==> src/rtl/sramPkg.sv <==
package sramPkg;
  localparam int LANE_CNT = 4;
  localparam int LANE_W   = 8;
  localparam int BURST_W  = 2;

  // Per-edge command from control to datapath
  typedef struct packed {
    logic                rdEn;
    logic                wrEn;
    logic [LANE_CNT-1:0] laneWr;
    logic                quiet;
  } sramStrobeT;
endpackage

==> src/rtl/sramBurstCounter.sv <==
module sramBurstCounter #(
  parameter int CNT_W = 2
) (
  input  logic             clk,
  input  logic             rst_n,
  input  logic             load,
  input  logic             step,
  input  logic             interleave,
  input  logic [CNT_W-1:0] startBits,
  output logic [CNT_W-1:0] curLow,
  output logic [CNT_W-1:0] stepLow
);
  logic [CNT_W-1:0] cntQ;
  logic [CNT_W-1:0] startQ;

  function automatic logic [CNT_W-1:0] mapLow(input logic [CNT_W-1:0] s,
                                              input logic [CNT_W-1:0] k,
                                              input logic il);
    return il ? (s ^ k) : (s + k);
  endfunction

  always_ff @(posedge clk or negedge rst_n) begin
    if (!rst_n) begin
      cntQ   <= '0;
      startQ <= '0;
    end else if (load) begin
      cntQ   <= '0;
      startQ <= startBits;
    end else if (step) begin
      cntQ   <= cntQ + 1'b1;
    end
  end

  always_comb begin
    curLow  = mapLow(startQ, cntQ, interleave);
    stepLow = mapLow(startQ, cntQ + 1'b1, interleave);
  end

  AST_LINEAR_STEP: assert property (@(posedge clk) disable iff (!rst_n)
    (step && !load && !interleave) ##1 !interleave |-> curLow == CNT_W'($past(curLow) + 1'b1));
endmodule

==> src/rtl/sramBurstCtrl.sv <==
module sramBurstCtrl import sramPkg::*; #(
  parameter int ADDR_W     = 6,
  parameter int REC_CYCLES = 2
) (
  input  logic                clk,
  input  logic                rst_n,
  input  logic [ADDR_W-1:0]   addr,
  input  logic                cpuStrobe,
  input  logic                ctlStrobe,
  input  logic                advance,
  input  logic                chipEnMain,
  input  logic                chipEnAux,
  input  logic                chipEnAlt,
  input  logic                globalWr,
  input  logic                byteWrEn,
  input  logic [LANE_CNT-1:0] laneEn,
  input  logic                interleave,
  input  logic                sleep,
  output sramStrobeT          strb,
  output logic [ADDR_W-1:0]   accAddr
);
  localparam int REC_W = $clog2(REC_CYCLES + 1);
  localparam int HI_W  = ADDR_W - BURST_W;

  logic              sleepQ;
  logic [REC_W-1:0]  recCntQ;
  logic              burstActQ;
  logic [HI_W-1:0]   baseQ;

  logic blocked, allSel, cpuGo, ctlGo, startAcc, deselect, contAcc;
  logic wrCmd, accWrite, accRead;
  logic [LANE_CNT-1:0] laneMask;
  logic [BURST_W-1:0]  curLow, stepLow;

  always_comb begin
    blocked  = sleep | sleepQ | (recCntQ != '0);
    allSel   = chipEnMain & chipEnAux & chipEnAlt;
    cpuGo    = ~blocked & cpuStrobe & chipEnMain;
    ctlGo    = ~blocked & ~cpuGo & ctlStrobe;
    startAcc = (cpuGo | ctlGo) & allSel;
    deselect = (cpuGo | ctlGo) & ~allSel;
    contAcc  = ~blocked & ~cpuGo & ~ctlGo & burstActQ;
    wrCmd    = globalWr | (byteWrEn & (|laneEn));
    laneMask = globalWr ? '1 : (byteWrEn ? laneEn : '0);
    accWrite = ((ctlGo & allSel) | contAcc) & wrCmd;
    accRead  = (cpuGo & allSel) | (((ctlGo & allSel) | contAcc) & ~wrCmd);
    strb.rdEn   = accRead;
    strb.wrEn   = accWrite;
    strb.laneWr = accWrite ? laneMask : '0;
    strb.quiet  = sleepQ;
    accAddr = startAcc ? addr : {baseQ, (advance ? stepLow : curLow)};
  end

  sramBurstCounter #(.CNT_W(BURST_W)) u_counter (
    .clk        (clk),
    .rst_n      (rst_n),
    .load       (startAcc),
    .step       (contAcc & advance),
    .interleave (interleave),
    .startBits  (addr[BURST_W-1:0]),
    .curLow     (curLow),
    .stepLow    (stepLow)
  );

  always_ff @(posedge clk or negedge rst_n) begin
    if (!rst_n) begin
      sleepQ    <= 1'b0;
      recCntQ   <= '0;
      burstActQ <= 1'b0;
      baseQ     <= '0;
    end else begin
      sleepQ <= sleep;
      if (sleepQ && !sleep)   recCntQ <= REC_W'(REC_CYCLES);
      else if (recCntQ != '0) recCntQ <= recCntQ - 1'b1;

      if (sleep)         burstActQ <= 1'b0;
      else if (startAcc) burstActQ <= 1'b1;
      else if (deselect) burstActQ <= 1'b0;

      if (startAcc) baseQ <= addr[ADDR_W-1:BURST_W];
    end
  end

  AST_CPU_ONLY_READS: assert property (@(posedge clk) disable iff (!rst_n)
    (cpuStrobe && chipEnMain && !blocked) |-> !strb.wrEn);
  AST_CPU_GATED: assert property (@(posedge clk) disable iff (!rst_n)
    (cpuStrobe && !chipEnMain && !ctlStrobe && !burstActQ) |-> !(strb.rdEn || strb.wrEn));
  AST_RECOVERY_IDLE: assert property (@(posedge clk) disable iff (!rst_n)
    $fell(sleepQ) |=> !(strb.rdEn || strb.wrEn));
endmodule

==> src/rtl/sramDatapath.sv <==
module sramDatapath import sramPkg::*; #(
  parameter int ADDR_W = 6
) (
  input  logic                         clk,
  input  logic                         rst_n,
  input  sramStrobeT                   strb,
  input  logic [ADDR_W-1:0]            accAddr,
  input  logic [LANE_CNT*LANE_W-1:0]   dIn,
  input  logic                         outEn,
  output logic [LANE_CNT*LANE_W-1:0]   dOut,
  output logic                         dOutEn
);
  localparam int DATA_W = LANE_CNT * LANE_W;
  localparam int DEPTH  = 1 << ADDR_W;

  logic [DATA_W-1:0] memQ [DEPTH];
  logic [ADDR_W-1:0] accAddrQ;
  logic              accRdQ, wrQ, outValidQ;
  logic [DATA_W-1:0] outRegQ;

  always_ff @(posedge clk) begin
    if (strb.wrEn) begin
      for (int l = 0; l < LANE_CNT; l++) begin
        if (strb.laneWr[l]) memQ[accAddr][l*LANE_W +: LANE_W] <= dIn[l*LANE_W +: LANE_W];
      end
    end
  end

  always_ff @(posedge clk or negedge rst_n) begin
    if (!rst_n) begin
      accRdQ    <= 1'b0;
      wrQ       <= 1'b0;
      outValidQ <= 1'b0;
    end else begin
      accRdQ    <= strb.rdEn;
      wrQ       <= strb.wrEn;
      outValidQ <= accRdQ & ~strb.quiet;
    end
  end

  always_ff @(posedge clk) begin
    accAddrQ <= accAddr;
    if (accRdQ) outRegQ <= memQ[accAddrQ];
  end

  assign dOut   = outRegQ;
  assign dOutEn = outEn & outValidQ & ~wrQ & ~strb.quiet;

  AST_WRITE_MUTES: assert property (@(posedge clk) disable iff (!rst_n)
    strb.wrEn |=> !dOutEn);
  AST_WAKE_MUTED: assert property (@(posedge clk) disable iff (!rst_n)
    $fell(strb.quiet) |-> !dOutEn);
  AST_READ_PIPE: assert property (@(posedge clk) disable iff (!rst_n)
    (strb.rdEn ##1 !strb.quiet) |=> outValidQ);
endmodule

==> src/rtl/syncBurstSram.sv <==
module syncBurstSram #(
  parameter int ADDR_W     = 6,
  parameter int REC_CYCLES = 2
) (
  input  logic                                         clk,
  input  logic                                         rst_n,
  input  logic [ADDR_W-1:0]                            addr,
  input  logic                                         cpuStrobe,
  input  logic                                         ctlStrobe,
  input  logic                                         advance,
  input  logic                                         chipEnMain,
  input  logic                                         chipEnAux,
  input  logic                                         chipEnAlt,
  input  logic                                         globalWr,
  input  logic                                         byteWrEn,
  input  logic [sramPkg::LANE_CNT-1:0]                 laneEn,
  input  logic                                         interleave,
  input  logic                                         sleep,
  input  logic                                         outEn,
  input  logic [sramPkg::LANE_CNT*sramPkg::LANE_W-1:0] dIn,
  output logic [sramPkg::LANE_CNT*sramPkg::LANE_W-1:0] dOut,
  output logic                                         dOutEn
);
  sramPkg::sramStrobeT strb;
  logic [ADDR_W-1:0]   accAddr;

  sramBurstCtrl #(.ADDR_W(ADDR_W), .REC_CYCLES(REC_CYCLES)) u_ctrl (
    .clk(clk), .rst_n(rst_n), .addr(addr),
    .cpuStrobe(cpuStrobe), .ctlStrobe(ctlStrobe), .advance(advance),
    .chipEnMain(chipEnMain), .chipEnAux(chipEnAux), .chipEnAlt(chipEnAlt),
    .globalWr(globalWr), .byteWrEn(byteWrEn), .laneEn(laneEn),
    .interleave(interleave), .sleep(sleep),
    .strb(strb), .accAddr(accAddr)
  );

  sramDatapath #(.ADDR_W(ADDR_W)) u_data (
    .clk(clk), .rst_n(rst_n), .strb(strb), .accAddr(accAddr),
    .dIn(dIn), .outEn(outEn), .dOut(dOut), .dOutEn(dOutEn)
  );
endmodule

==> config.mk <==
export PLATFORM = sky130hd
export DESIGN_NAME = syncBurstSram
export DESIGN_NICKNAME = d
export VERILOG_FILES = /design/src/rtl/sramPkg.sv /design/src/rtl/sramBurstCounter.sv /design/src/rtl/sramBurstCtrl.sv /design/src/rtl/sramDatapath.sv /design/src/rtl/syncBurstSram.sv
export SDC_FILE = /design/constraint.sdc
export NUM_CORES = 2
export LEC_CHECK = 0
export BUFFER_PORTS_ARGS = -buffer_cell sky130_fd_sc_hd__buf_2
export CAP_MARGIN = 20
export CORE_MARGIN = 2
export CORE_UTILIZATION = 30
export DETAILED_ROUTE_END_ITERATION = 6
export PLACE_DENSITY_LB_ADDON = 0.1
export RECOVER_POWER = 100
export SYNTH_ARGS = -nofsm -noshare
export SYNTH_HDL_FRONTEND = slang
export SYNTH_SLANG_ARGS = --single-unit
==> constraint.sdc <==
create_clock -name clk -period 4.5 [get_ports clk]
set_clock_uncertainty 0.2 [all_clocks]
set_input_delay 0.45 -clock clk [delete_from_list [all_inputs] [get_ports clk]]
set_output_delay 0.45 -clock clk [all_outputs]
set_load 0.02 [all_outputs]
==> impl_metrics.tcl <==
set metrics [dict create \
    rsz0062_at_grt "no" \
    finalWirelength_um 249000 \
    critPathMostFrequentCell "buf_4" \
    port_buffers 87 \
    crit_path_max_incr_delay_ps 620 \
    fin_crit_sh_pct 96.7 \
    place_ws_ps 53.1 \
    max-cap-violations 44 \
    cts_tree "built" \
    post_cts_buffers 0 \
    ys_async_sr_fraction_pct 0.714 \
    crit_path_end "u_data.memQ[23][8]$_DFFE_PP_" \
    r2r_slack_ps 150 \
    finalHoldViolations 0 \
    insertion_delay_ps 850 \
    die_h_um 526 \
    synth_ff_type "edfxtp_1" \
    core_area_um2 271000 \
    startpoint "u_ctrl.recCntQ[0]$_DFFE_PN0P_" \
    ir_drop_v 0.000450 \
    areaGrowthSynthToFinish_pct 17.5 \
    final_common_cell "edfxtp_1" \
    critPathSlowestCell "mux2i_1" \
    cp-start-kind "register" \
    gp_congestion 0.763 \
    first_pass_iters 5 \
    final_max_slew_viol_count 1866 \
    grt_antenna_before_repair 16 \
    synth-edff-count 2080 \
    timing_worst_setup_path_type "reg -> reg" \
    drive_gt1_share_pct 27.3 \
    die_w_um 526 \
    final_cell_mix "edfxtp_1, mux4_2, clkbuf_1" \
    grt_max_degree 98 \
    setup_ws_ps 150 \
    start_util_pct 30.2 \
    p_leak_uw 0.0295 \
    violations "max-capacitance violations, max-slew violations" \
    status "finished with violations" \
    place_hpwl_um 161000 \
    avgSynthCellArea_um2 21.6 \
    fmax_mhz 230 \
    grt_pass1_wl_um 349000 \
    grtUsageTotal_pct 17.9 \
    p_per_area_nw_per_um2 569 \
    use_met1_pct 25.3 \
    num_vias 40726 \
    cts.reportedPaths.clkPinSlew_ps 60 \
    synth_nets 3840 \
    htree_levels 4 \
    arrival_ps 4680 \
    clock_path_buffers 3 \
    use_met2_pct 29.3 \
    place_inst 7663 \
    grt_pass1_vias 42500 \
    finalNonFillerCells 8140 \
    syn_inst 3782 \
    crit_chain "inv_1 > ha_1 > or3b_1 > or3_1 > buf_4 > mux2i_1 > buf_4 > nand2_1 > nor3_1 > clkbuf_2" \
    power_uw 54600 \
    finalSetupTns_ps 0 \
    min_period_ps 4350 \
    synth_warnings 0 \
    drc 0 \
    synth_area_um2 81700 \
    drtAntennaViolNets 0 \
    dieArea_um2 276000 \
    drtIter0Drc 3620 \
    timing.rr.start "u_ctrl.recCntQ[0]$_DFFE_PN0P_" \
    rows 191 \
    rr_endpoint "u_data.memQ[23][8]$_DFFE_PP_" \
    worstPathMaxFanout 13 \
    use_met3_pct 2.66 \
    seq_area_frac_synth_pct 77.1 \
    nets 4433 \
    root_buffer "clkbuf_16" \
    min_path_type "in -> reg" \
    wl_per_cell_um 30.6 \
    clock_sinks 2101 \
    setup_viol 0 \
    tightestPinTransition_ps 3550 \
    via_per_inst 5.00 \
    ys_seq_elements 2101 \
    overflow 0 \
    synth_cell_types 56 \
    hp-start "sleep" \
    critPathCaptureType "register" \
    ios 88 \
    busiest_layer "met2" \
    required_ps 4830 \
    max_slew_margin_pct -137 \
    cts_made_buffers 230 \
    worstRegToRegCells 10 \
]
worst max-delay path: cells and delay by family (launching register included):
| kind | cells | cell delay (ps) |
|---|---|---|
| flip-flops | 1 | 390 |
| buffers and inverters | 4 | 970 |
| adder cells (fa/ha/maj) | 1 | 240 |
| multiplexers | 1 | 620 |
| AND/OR/NAND/NOR | 4 | 1590 |
worst min path at each step:
stage | end | depth (start not counted)
2_1_floorplan | u_ctrl.baseQ[0]$_DFFE_PN0P_ | 0
3_3_place_gp | u_data.wrQ$_DFF_PN0_ | 1
3_5_place_dp | u_data.wrQ$_DFF_PN0_ | 1
4_1_cts | u_data.memQ[35][26]$_DFFE_PP_ | 1
5_1_grt | u_ctrl.sleepQ$_DFF_PN0_ | 2
6_report | u_ctrl.sleepQ$_DFF_PN0_ | 2
cells by family (layout without fill, tap and decap cells):
group / Yosys count / count (layout) / share of synthesized area [%]
AOI/OAI and AO/OA: 262 / 262 / 2.08
adders and majority gates: 3 / 3 / 0.0460
xor gates and xnor gates: 6 / 6 / 0.0643
DFF: 2101 / 2101 / 77.1
buffers and inverters: 254 / 1037 / 1.50
and+or+nand+nor: 525 / 525 / 3.65
muxes: 631 / 631 / 15.6
other: 0 / 5 / 0
state kept, by name, indices dropped and copies added, names as in the netlist, 2 cells and up:
signal	flops
u_data.memQ	2048
u_data.dOut	32
u_data.accAddrQ	6
u_ctrl.baseQ	4
u_ctrl.recCntQ	2
u_ctrl.u_counter.cntQ	2
u_ctrl.u_counter.startQ	2
cell usage after synthesis, types with 6 or more instances:
cell type / number / share of area, %
edfxtp_1: 2080 / 76
mux4_2: 508 / 14
nor3_1: 217 / 1.3
o22ai_1: 119 / 0.91
buf_2: 101 / 0.62
mux2i_1: 93 / 1.1
clkbuf_1: 86 / 0.40
nand2_1: 69 / 0.32
nor3_2: 66 / 0.81
nor2_1: 55 / 0.25
a21oi_1: 46 / 0.28
buf_1: 38 / 0.17
mux2_2: 28 / 0.39
o21ai_0: 26 / 0.16
nor4_1: 23 / 0.18
nand3_1: 22 / 0.13
buf_6: 18 / 0.25
nand2b_1: 18 / 0.14
dfrtp_1: 15 / 0.46
o221ai_1: 15 / 0.16
nor2b_1: 12 / 0.092
o211ai_1: 11 / 0.10
o22a_1: 11 / 0.12
nand3b_1: 10 / 0.092
a211oi_1: 8 / 0.074
inv_1: 7 / 0.032
or3b_2: 7 / 0.075
a21o_1: 6 / 0.055
dfxtp_1: 6 / 0.15
layout make-up:
class | instances | area (µm²)
Multi-Input combinational cell | 1427 | 17400
Tap cell | 3570 | 4470
Clock inverter | 120 | 1210
Inverter | 8 | 35.0
Clock buffer | 302 | 6220
Fill cell | 25301 | 175000
Sequential cell | 2101 | 63000
Timing Repair Buffer | 607 | 3710
Antenna cell | 5 | 12.5
per-stage QoR:
stage / util, % / hold slack, ps / cell area, µm²
floorplan: - / -45.6 / 81700
global placement: 33.0 / 244 / 89400
detailed placement: 33.0 / 241 / 89400
CTS: 35.9 / 4.35 / 97300
global route: 35.4 / 108 / 96000
finish: 35.5 / 135 / 96000
per-layer routing:
layer / vias to the layer above / routed length (µm) / share of wire (%)
li1: 17277 / - / -
met1: 22259 / 113000 / 45
met2: 916 / 121000 / 49
met3: 274 / 10400 / 4.2
met4: 0 / 4760 / 1.9
met5: - / 0 / 0
timing repair:
item | CTS | global route
hold endpoints to repair | 424 | 0
endpoints found under the setup margin | 0 | 10
gates resized for setup | 0 | 2
hold buffers | 42 | 0
where the power goes:
group          switching, µW  internal (µW)  total, µW
sequential               250          21700      21900
clock                   7740          10900      18700
combinational           8440           5570      14000
total                  16400          38200      54600
No activity file was read; power rests on OpenSTA's default activity.
